===== src/rtl/ldst_mon_pkg.sv =====
package ldst_mon_pkg;

    localparam int RULE_N = 7;
    localparam int CODE_W = 3;

    typedef enum logic [2:0] {
        ST_IDLE  = 3'd0,
        ST_ADDR  = 3'd1,
        ST_LOAD  = 3'd2,
        ST_STORE = 3'd3,
        ST_DRAIN = 3'd4
    } mon_state_t;

    // Rule codes; a lower number wins when several break together.
    localparam int RC_BOTH  = 1;
    localparam int RC_BUSY  = 2;
    localparam int RC_ADDR  = 3;
    localparam int RC_ACK   = 4;
    localparam int RC_EXC   = 5;
    localparam int RC_LOAD  = 6;
    localparam int RC_STORE = 7;

    typedef struct packed {
        logic load;
        logic store;
        logic busy;
        logic addr_valid;
        logic addr_ack;
        logic addr_exc;
        logic load_done;
        logic store_strobe;
        logic die;
    } port_sample_t;

endpackage


===== src/rtl/ldst_addr_tracker.sv =====
module ldst_addr_tracker #(
    parameter int ADDR_W = 48
) (
    input  logic              clk,
    input  logic              rst_n,
    input  logic              sample_en,
    input  logic              clear,
    input  logic              addr_valid,
    input  logic [ADDR_W-1:0] addr,
    output logic              fault
);

    logic              seen_q;
    logic [ADDR_W-1:0] held_q;

    // Once captured, the address must stay valid and unchanged while busy.
    always_comb begin
        fault = sample_en && seen_q && (!addr_valid || (addr != held_q));
    end

    always_ff @(posedge clk or negedge rst_n) begin
        if (!rst_n) begin
            seen_q <= 1'b0;
            held_q <= '0;
        end else if (clear) begin
            seen_q <= 1'b0;
        end else if (sample_en && addr_valid && !seen_q) begin
            seen_q <= 1'b1;
            held_q <= addr;
        end
    end

endmodule


===== src/rtl/ldst_rule_eval.sv =====
module ldst_rule_eval
    import ldst_mon_pkg::*;
(
    input  mon_state_t          state,
    input  logic                kind_load,
    input  port_sample_t        p,
    input  logic                addr_fault,
    output logic [RULE_N:1]     viol,
    output mon_state_t          nxt,
    output logic                legal_end
);

    logic other_req;
    logic in_flight;

    always_comb begin
        other_req = kind_load ? p.store : p.load;
        in_flight = (state == ST_ADDR) || (state == ST_LOAD) || (state == ST_STORE);
    end

    always_comb begin
        viol      = '0;
        nxt       = state;
        legal_end = 1'b0;

        if (p.load && p.store) viol[RC_BOTH] = 1'b1;
        if (in_flight && p.busy && other_req) viol[RC_BUSY] = 1'b1;
        viol[RC_ADDR] = addr_fault;

        unique case (state)
            ST_IDLE: begin
                if (p.load || p.store) begin
                    nxt = ST_ADDR;
                    if (!p.busy) viol[RC_BUSY] = 1'b1;
                end else if (p.busy) begin
                    viol[RC_BUSY] = 1'b1;
                end
                if (p.addr_ack || p.addr_exc) viol[RC_ACK]   = 1'b1;
                if (p.load_done)              viol[RC_LOAD]  = 1'b1;
                if (p.store_strobe)           viol[RC_STORE] = 1'b1;
            end
            ST_ADDR: begin
                if (p.addr_exc) begin
                    nxt = ST_IDLE;
                    if (p.addr_ack) viol[RC_ACK] = 1'b1;
                    if (p.busy) viol[RC_EXC] = 1'b1;
                    else        legal_end    = 1'b1;
                end else if (p.addr_ack) begin
                    nxt = kind_load ? ST_LOAD : ST_STORE;
                    if (!p.addr_valid) viol[RC_ACK]  = 1'b1;
                    if (!p.busy)       viol[RC_BUSY] = 1'b1;
                end else if (!p.busy) begin
                    nxt = ST_IDLE;
                    viol[RC_BUSY] = 1'b1;
                end
                if (p.load_done)    viol[RC_LOAD]  = 1'b1;
                if (p.store_strobe) viol[RC_STORE] = 1'b1;
            end
            ST_LOAD: begin
                if (p.addr_ack || p.addr_exc) viol[RC_ACK]   = 1'b1;
                if (p.store_strobe)           viol[RC_STORE] = 1'b1;
                if (p.load_done) begin
                    nxt = ST_IDLE;
                    if (p.busy) viol[RC_LOAD] = 1'b1;
                    else        legal_end     = 1'b1;
                end else if (!p.busy) begin
                    nxt = ST_IDLE;
                    viol[RC_BUSY] = 1'b1;
                end
            end
            ST_STORE: begin
                if (p.addr_ack || p.addr_exc) viol[RC_ACK]  = 1'b1;
                if (p.load_done)              viol[RC_LOAD] = 1'b1;
                if (p.store_strobe) begin
                    nxt = ST_DRAIN;
                    if (!p.busy) viol[RC_STORE] = 1'b1;
                end else if (!p.busy) begin
                    nxt = ST_IDLE;
                    viol[RC_BUSY] = 1'b1;
                end
            end
            ST_DRAIN: begin
                nxt = ST_IDLE;
                if (p.addr_ack || p.addr_exc) viol[RC_ACK]  = 1'b1;
                if (p.load_done)              viol[RC_LOAD] = 1'b1;
                if (p.busy || p.store_strobe) viol[RC_STORE] = 1'b1;
                else                          legal_end      = 1'b1;
            end
            default: begin
                nxt = ST_IDLE;
            end
        endcase

        if (p.die) begin
            viol      = '0;
            nxt       = ST_IDLE;
            legal_end = 1'b0;
        end
    end

endmodule


===== src/rtl/ldst_err_latch.sv =====
module ldst_err_latch
    import ldst_mon_pkg::*;
(
    input  logic              clk,
    input  logic              rst_n,
    input  logic [RULE_N:1]   viol,
    output logic              err_flag,
    output logic [CODE_W-1:0] err_code
);

    logic [CODE_W-1:0] first_code;

    // Lowest-numbered broken rule wins.
    always_comb begin
        first_code = '0;
        for (int i = RULE_N; i >= 1; i--) begin
            if (viol[i]) first_code = CODE_W'(i);
        end
    end

    always_ff @(posedge clk or negedge rst_n) begin
        if (!rst_n) begin
            err_flag <= 1'b0;
            err_code <= '0;
        end else if (!err_flag && (|viol)) begin
            err_flag <= 1'b1;
            err_code <= first_code;
        end
    end

endmodule


===== src/rtl/ldst_port_monitor.sv =====
module ldst_port_monitor
    import ldst_mon_pkg::*;
#(
    parameter int ADDR_W = 48
) (
    input  logic              clk,
    input  logic              rst_n,
    input  logic              req_load,
    input  logic              req_store,
    input  logic              busy,
    input  logic              addr_valid,
    input  logic [ADDR_W-1:0] addr,
    input  logic              addr_ack,
    input  logic              addr_exc,
    input  logic              load_done,
    input  logic              store_strobe,
    input  logic              die,
    output logic              err_flag,
    output logic [2:0]        err_code,
    output logic              txn_done
);

    port_sample_t     smp;
    mon_state_t       state_q;
    mon_state_t       state_d;
    logic             kind_load_q;
    logic [RULE_N:1]  viol;
    logic             legal_end;
    logic             addr_fault;
    logic             in_txn;
    logic             addr_sample_en;

    always_comb begin
        smp = '{load: req_load, store: req_store, busy: busy,
                addr_valid: addr_valid, addr_ack: addr_ack,
                addr_exc: addr_exc, load_done: load_done,
                store_strobe: store_strobe, die: die};
        in_txn = (state_q == ST_ADDR) || (state_q == ST_LOAD) ||
                 (state_q == ST_STORE) ||
                 ((state_q == ST_IDLE) && (req_load || req_store));
        addr_sample_en = in_txn && busy && !die;
    end

    ldst_addr_tracker #(.ADDR_W(ADDR_W)) u_addr (
        .clk        (clk),
        .rst_n      (rst_n),
        .sample_en  (addr_sample_en),
        .clear      (state_d == ST_IDLE),
        .addr_valid (addr_valid),
        .addr       (addr),
        .fault      (addr_fault)
    );

    ldst_rule_eval u_rules (
        .state      (state_q),
        .kind_load  (kind_load_q),
        .p          (smp),
        .addr_fault (addr_fault),
        .viol       (viol),
        .nxt        (state_d),
        .legal_end  (legal_end)
    );

    ldst_err_latch u_err (
        .clk      (clk),
        .rst_n    (rst_n),
        .viol     (viol),
        .err_flag (err_flag),
        .err_code (err_code)
    );

    // State register and captured request kind.
    always_ff @(posedge clk or negedge rst_n) begin
        if (!rst_n) begin
            state_q     <= ST_IDLE;
            kind_load_q <= 1'b0;
        end else begin
            state_q <= state_d;
            if ((state_q == ST_IDLE) && (req_load || req_store) && !die)
                kind_load_q <= req_load;
        end
    end

    // Completion output.
    always_ff @(posedge clk or negedge rst_n) begin
        if (!rst_n) txn_done <= 1'b0;
        else        txn_done <= legal_end && (viol == '0);
    end

endmodule


===== config.mk =====
export PLATFORM = sky130hd
export DESIGN_NAME = ldst_port_monitor
export DESIGN_NICKNAME = d
export VERILOG_FILES = /design/src/rtl/ldst_mon_pkg.sv /design/src/rtl/ldst_addr_tracker.sv /design/src/rtl/ldst_rule_eval.sv /design/src/rtl/ldst_err_latch.sv /design/src/rtl/ldst_port_monitor.sv
export SDC_FILE = /design/constraint.sdc
export NUM_CORES = 1
export LEC_CHECK = 0
export BUFFER_PORTS_ARGS = -buffer_cell sky130_fd_sc_hd__buf_2
export CORE_MARGIN = 2
export CORE_UTILIZATION = 50
export CTS_CLUSTER_SIZE = 28
export DETAILED_ROUTE_END_ITERATION = 12
export GPL_ROUTABILITY_DRIVEN = 0
export GPL_TIMING_DRIVEN = 0
export PLACE_DENSITY = 0.76
export SETUP_SLACK_MARGIN = 0.2
export SLEW_MARGIN = 20
export SYNTH_ARGS = -nofsm -noshare
export SYNTH_HDL_FRONTEND = slang
export SYNTH_HIERARCHICAL = 1
export SYNTH_SLANG_ARGS = --single-unit

===== constraint.sdc =====
create_clock -name clk -period 3.8 [get_ports clk]
set_clock_uncertainty 0.1 [all_clocks]
set_input_delay 0.38 -clock clk [delete_from_list [all_inputs] [get_ports clk]]
set_output_delay 0.38 -clock clk [all_outputs]
set_load 0.02 [all_outputs]

# After elaboration in Yosys (flattened, before gate mapping)
# Index checks and enable logic that the tools add are counted.
[totals]
in_bits = 59
wordCells = 95
register_bits = 58
out_inout_bits = 5
[classes]
bitwise_logic = 1
n_reduce_logical = 32
muxes = 50
n_eq_ne = 5
[op_table]
columns = ["op", "count"]
rows = [
  ["48-bit inequality test", 1],
  ["3-bit 2-to-1 mux", 14],
  ["1-bit 2-to-1 mux", 30],
  ["1-bit logical AND", 13],
  ["3-bit case mux with 4 select lines", 1],
  ["2-bit case mux with 4 select lines", 1],
  ["7-bit logical NOT", 1],
  ["1-bit logical OR", 7],
  ["7-bit 2-to-1 mux", 1],
  ["7-bit OR reduction", 1],
  ["3-bit by 2-bit equality test with 1-bit output (second input constant)", 2],
  ["3-bit logical NOT", 2],
  ["1-bit logical NOT", 4],
  ["1-bit case mux with 4 select lines", 1],
  ["4-bit OR reduction", 1],
  ["3-bit by 1-bit equality test with 1-bit output (second input constant)", 1],
  ["3-bit equality test (second input constant)", 1],
  ["1-bit case mux with 3 select lines", 1],
  ["1-bit case mux with 2 select lines", 1],
  ["2-bit AND reduction", 1],
  ["2-bit nonzero test", 1],
  ["2-bit OR reduction", 1],
  ["1-bit NOT", 1],
]

# Depth between registers and ports, before layout
[depth]
ltp_word = 17
depth_mapped = 10
depth_no_buf = 10

# Hierarchy
# The synthesis kept the hierarchy.
[by_module_without_submodules]
columns = ["module", "area_per_inst_um2", "cells_per_inst", "n_inst", "seq_area_each_um2"]
rows = [
  ["ldst_addr_tracker", 2406.1, 196, 1, 1226.2],
  ["ldst_rule_eval", 309.0, 45, 1, 0.0],
  ["ldst_err_latch", 217.7, 21, 1, 100.1],
  ["ldst_port_monitor", 198.9, 14, 1, 125.1],
]

# Worst setup path before layout
# OpenSTA, ideal clock, no wires.
[synth_path]
path_kind = "register to register"
from = "register state_q[0]"
to = "register u_addr.held_q[10]"
arrival_time_ns = 2.206
path_stages_with_launch = 10
setup_slack_ns = 1.369
period_less_slack_ns = 2.431
path_buffers = 3
t_required_ns = 3.575
setup_time_ns = 0.125
cell_sequence = "dfrtp_1 -> buf_4 -> nor3b_1 -> o211ai_1 -> a211oi_2 -> nor3_1 -> nor3_2 -> buf_2 -> buf_4 -> mux2_2"
[synth_via]
elab_cells_between_ends = 23
classes_between = "eq/ne (3); mux (8); bitwise (1); reduce/logical (11)"
[synth_lines]
columns = ["element", "line_no", "text"]
rows = [
  ["start: declaration", "ldst_port_monitor.sv:24", "mon_state_t state_q;"],
  ["start signal: assignment", "ldst_port_monitor.sv:78", "state_q <= state_d;"],
  ["3-bit 2-to-1 mux", "ldst_rule_eval.sv:52, ldst_rule_eval.sv:66, ldst_rule_eval.sv:77", ""],
  ["3-bit 2-to-1 mux", "ldst_rule_eval.sv:48", "end else if (p.addr_ack) begin"],
  ["3-bit 2-to-1 mux", "ldst_rule_eval.sv:43", "if (p.addr_exc) begin"],
  ["3-bit case mux with 4 select lines *", "ldst_rule_eval.sv:30", "unique case (state)"],
  ["3-bit 2-to-1 mux *", "ldst_rule_eval.sv:94", "if (p.die) begin"],
  ["net state_d[0]", "ldst_port_monitor.sv:25", "mon_state_t state_d;"],
  ["3-bit logical NOT *", "ldst_port_monitor.sv:48", ".clear (state_d == ST_IDLE),"],
  ["1-bit NOT (no source line) *", "-", ""],
  ["2-bit AND reduction (no source line) *", "-", ""],
  ["end signal: assignment", "ldst_addr_tracker.sv:29", "held_q <= addr;"],
  ["end: declaration", "ldst_addr_tracker.sv:14", "logic [ADDR_W-1:0] held_q;"],
]
# The timed path passes the listed nets; every way through them passes the cells marked *.
# A chain may end at the register's enable or synchronous reset.

# Worst setup path in the final report
[layout_path]
from = "register state_q[0]"
to = "register u_addr.held_q[16]"
# The elaborated chain is that of the path after synthesis.

==> results.sh <==
export IMPL_drt_iter0_drc=126
export IMPL_rows=28
export IMPL_synth_main_ff_cell="dfrtp_1"
export IMPL_cts_num_sinks=58
export IMPL_die_height_um=83.1
export IMPL_dr_pass1_iters=4
export IMPL_num_antenna_cells=0
export IMPL_hold_buffers=0
export IMPL_coreArea_sq_um=5990
export IMPL_path_cells="buf_4 -> nor3b_1 -> o211ai_1 -> a211oi_2 -> nor3_1 -> nor3_2 -> buf_2 -> buf_4 -> mux2_2"
export IMPL_fin_nets=409
export IMPL_fin_crit_sh_pct=73.8
export IMPL_pin_count=64
export IMPL_clk_pin_slew_ns=0.07
export IMPL_total_power_mw=2.08
export IMPL_die_area_sq_um=6910
export IMPL_place_ws_ns=0.976
export IMPL_drc_errors=0
export IMPL_wire_per_inst_um=14.4
export IMPL_track_usage_pct=18.8
export IMPL_outcome="finished, final reports clean"
export IMPL_die_x_um=83.1
export IMPL_cp_slowest_cell="dfrtp_1"
export IMPL_synth_edff_count=0
export IMPL_period_minus_slack_ns=2.81
export IMPL_initial_core_util_pct=52.3
export IMPL_tns_ns=0
export IMPL_multiInputGateArea_sq_um=1560
export IMPL_crit_top_cell="buf_4"
export IMPL_worst_slack_ns=0.994
export IMPL_grt_pass1_wl_um=10400
export IMPL_synthArstFlopShare_pct=100
export IMPL_rsz0062_at_grt="false"
export IMPL_io_buffers=63
export IMPL_final_util_pct=63.1
export IMPL_slew_violations=0
export IMPL_worst_slew_pin_slew_ns=0.840
export IMPL_cp_required_ns=3.91
export IMPL_crit_path_start_kind="flip-flop"
export IMPL_cts_root_buf="clkbuf_8"
export IMPL_clk_latency_ns=0.33
export IMPL_dpl_hpwl_um=4600
export IMPL_ys_types=53
export IMPL_grt_pass1_vias=2272
export IMPL_placed_cells_incl_taps=414
export IMPL_grt_ovfl_total=0
export IMPL_cts_htree_levels=3
export IMPL_path_class="reg -> reg"
export IMPL_hold_viol=0
export IMPL_power_leakage_nw=1.71
export IMPL_drive_gt1_share_pct=38.6
export IMPL_synth_seq_area_share_pct=46.3
export IMPL_cts_tree="built"
export IMPL_crit_buf_inv=3
export IMPL_post_cts_buffers=0
export IMPL_fin_cells=430
export IMPL_final_common_cell="buf_2"
export IMPL_cp_top_family="buffers and inverters"
export IMPL_netlist_instances=276
export IMPL_grt_max_degree=59
export IMPL_cts_buffers=9
export IMPL_synth_ff_latch_count=58
export IMPL_layout_common_cells="64 x buf_2, 58 x dfrtp_1, 39 x mux2_2"
export IMPL_crit_arrival_ns=2.91
export IMPL_cts_buffer_depth=2
export IMPL_synth_nets=335
export IMPL_syn_to_final_growth_pct=20.7
export IMPL_powerDensity_nw_per_um2=550
export IMPL_setup_viol=0
export IMPL_drt_total_wl_um=6180
export IMPL_cts_resized=0
export IMPL_drt_vias_per_instance=5.37
export IMPL_max_slew_margin_pct=43.5
export IMPL_ant_nets=0
export IMPL_vias=2310
export IMPL_cp_end_kind="flip-flop"
export IMPL_n_fill_cell=481
export IMPL_synth_warnings=6
export IMPL_hold_path_class="in -> async"
export IMPL_syn_area_sq_um=3130
export IMPL_grt_antenna_before_repair=1
export IMPL_regArea_sq_um=1450
export IMPL_timing_fmax_ghz=0.356
export IMPL_cp_max_fo=10
export IMPL_critical_path_max_stage_delay_ns=0.42
export IMPL_drv_cap=0
export IMPL_ir_worst_vdd_uv=439
export IMPL_synth_area_per_cell_sq_um=11.3
-- cell type report --
cell class | instances | share of cell area [%]
inverters | 14 | 1.39
multi-input cells | 193 | 41.3
plain buffers | 11 | 1.75
clock inverters | 4 | 1.92
clock buffers | 12 | 4.37
flip-flops and latches | 58 | 38.4
repair buffers | 63 | 8.41
well taps | 75 | 2.48
-- power breakdown --
part,switching (mW),internal [mW]
clock network,0.238,0.422
logic,0.223,0.280
registers,0.113,0.802
total,0.575,1.50
-- metal layers --
metal	up-vias	wire length, um	GRT usage [%]
li1	1136	-	-
met1	1105	2750	23.4
met2	58	2960	30.2
met3	9	393	5.57
met4	2	60	8.35
met5	-	11	0
-- kinds of logic after synthesis --
kind of cell           share of synthesized area [%]
XOR/XNOR                                        10.6
buffers and inverters                           3.80
flip-flops                                      46.3
multiplexers                                    14.7
AO/OA/AOI/OAI                                   11.3
AND/OR/NAND/NOR                                 13.3
-- per-stage QoR --
step / instance area, sq um / hold slack [ns]
finish: 3780 / 0.00539
global route: 3780 / 0.0667
CTS: 3780 / 0.0270
detailed placement: 3540 / 0.380
global placement: 3540 / 0.373
floorplan: 3130 / -0.0156
-- registers in the layout, summed over array words and instances (netlist names) --
| name | cells |
|---|---|
| u_addr/held_q | 48 |
| state_q | 3 |
| u_err/err_code | 3 |
| kind_load_q | 1 |
| txn_done | 1 |
| u_addr/seen_q | 1 |
| u_err/err_flag | 1 |
-- cell usage after synthesis (4+ instances only) --
library cell	instances	share of area (%)
nand2_1	15	1.8
nand3b_1	4	0.96
a21oi_1	10	1.6
nand3_1	4	0.64
xor2_1	27	7.6
mux2_2	39	14
nand2b_1	4	0.80
buf_4	4	0.96
clkbuf_1	4	0.48
nor3_1	6	0.96
xnor2_1	11	3.1
inv_1	14	1.7
nor2_1	8	0.96
o21ai_0	10	1.6
dfrtp_1	58	46
nand4_1	4	0.80
nor4_1	9	1.8
-- final timing paths --
check                             startpoint                 to  slack, ns  cells past startpoint
max                               state_q[0]  u_addr/held_q[16]       0.99                      9
min                                    rst_n   u_addr/held_q[4]      0.005                      1
max reg2reg                       state_q[0]  u_addr/held_q[16]       0.99                      9
min reg2reg                u_err/err_code[1]  u_err/err_code[1]       0.39                      1
max in group asynchronous              rst_n  u_addr/held_q[34]       3.11                      1
min in group clk                    addr[27]  u_addr/held_q[27]       0.19                      3
(Power assumes the default switching activity.)
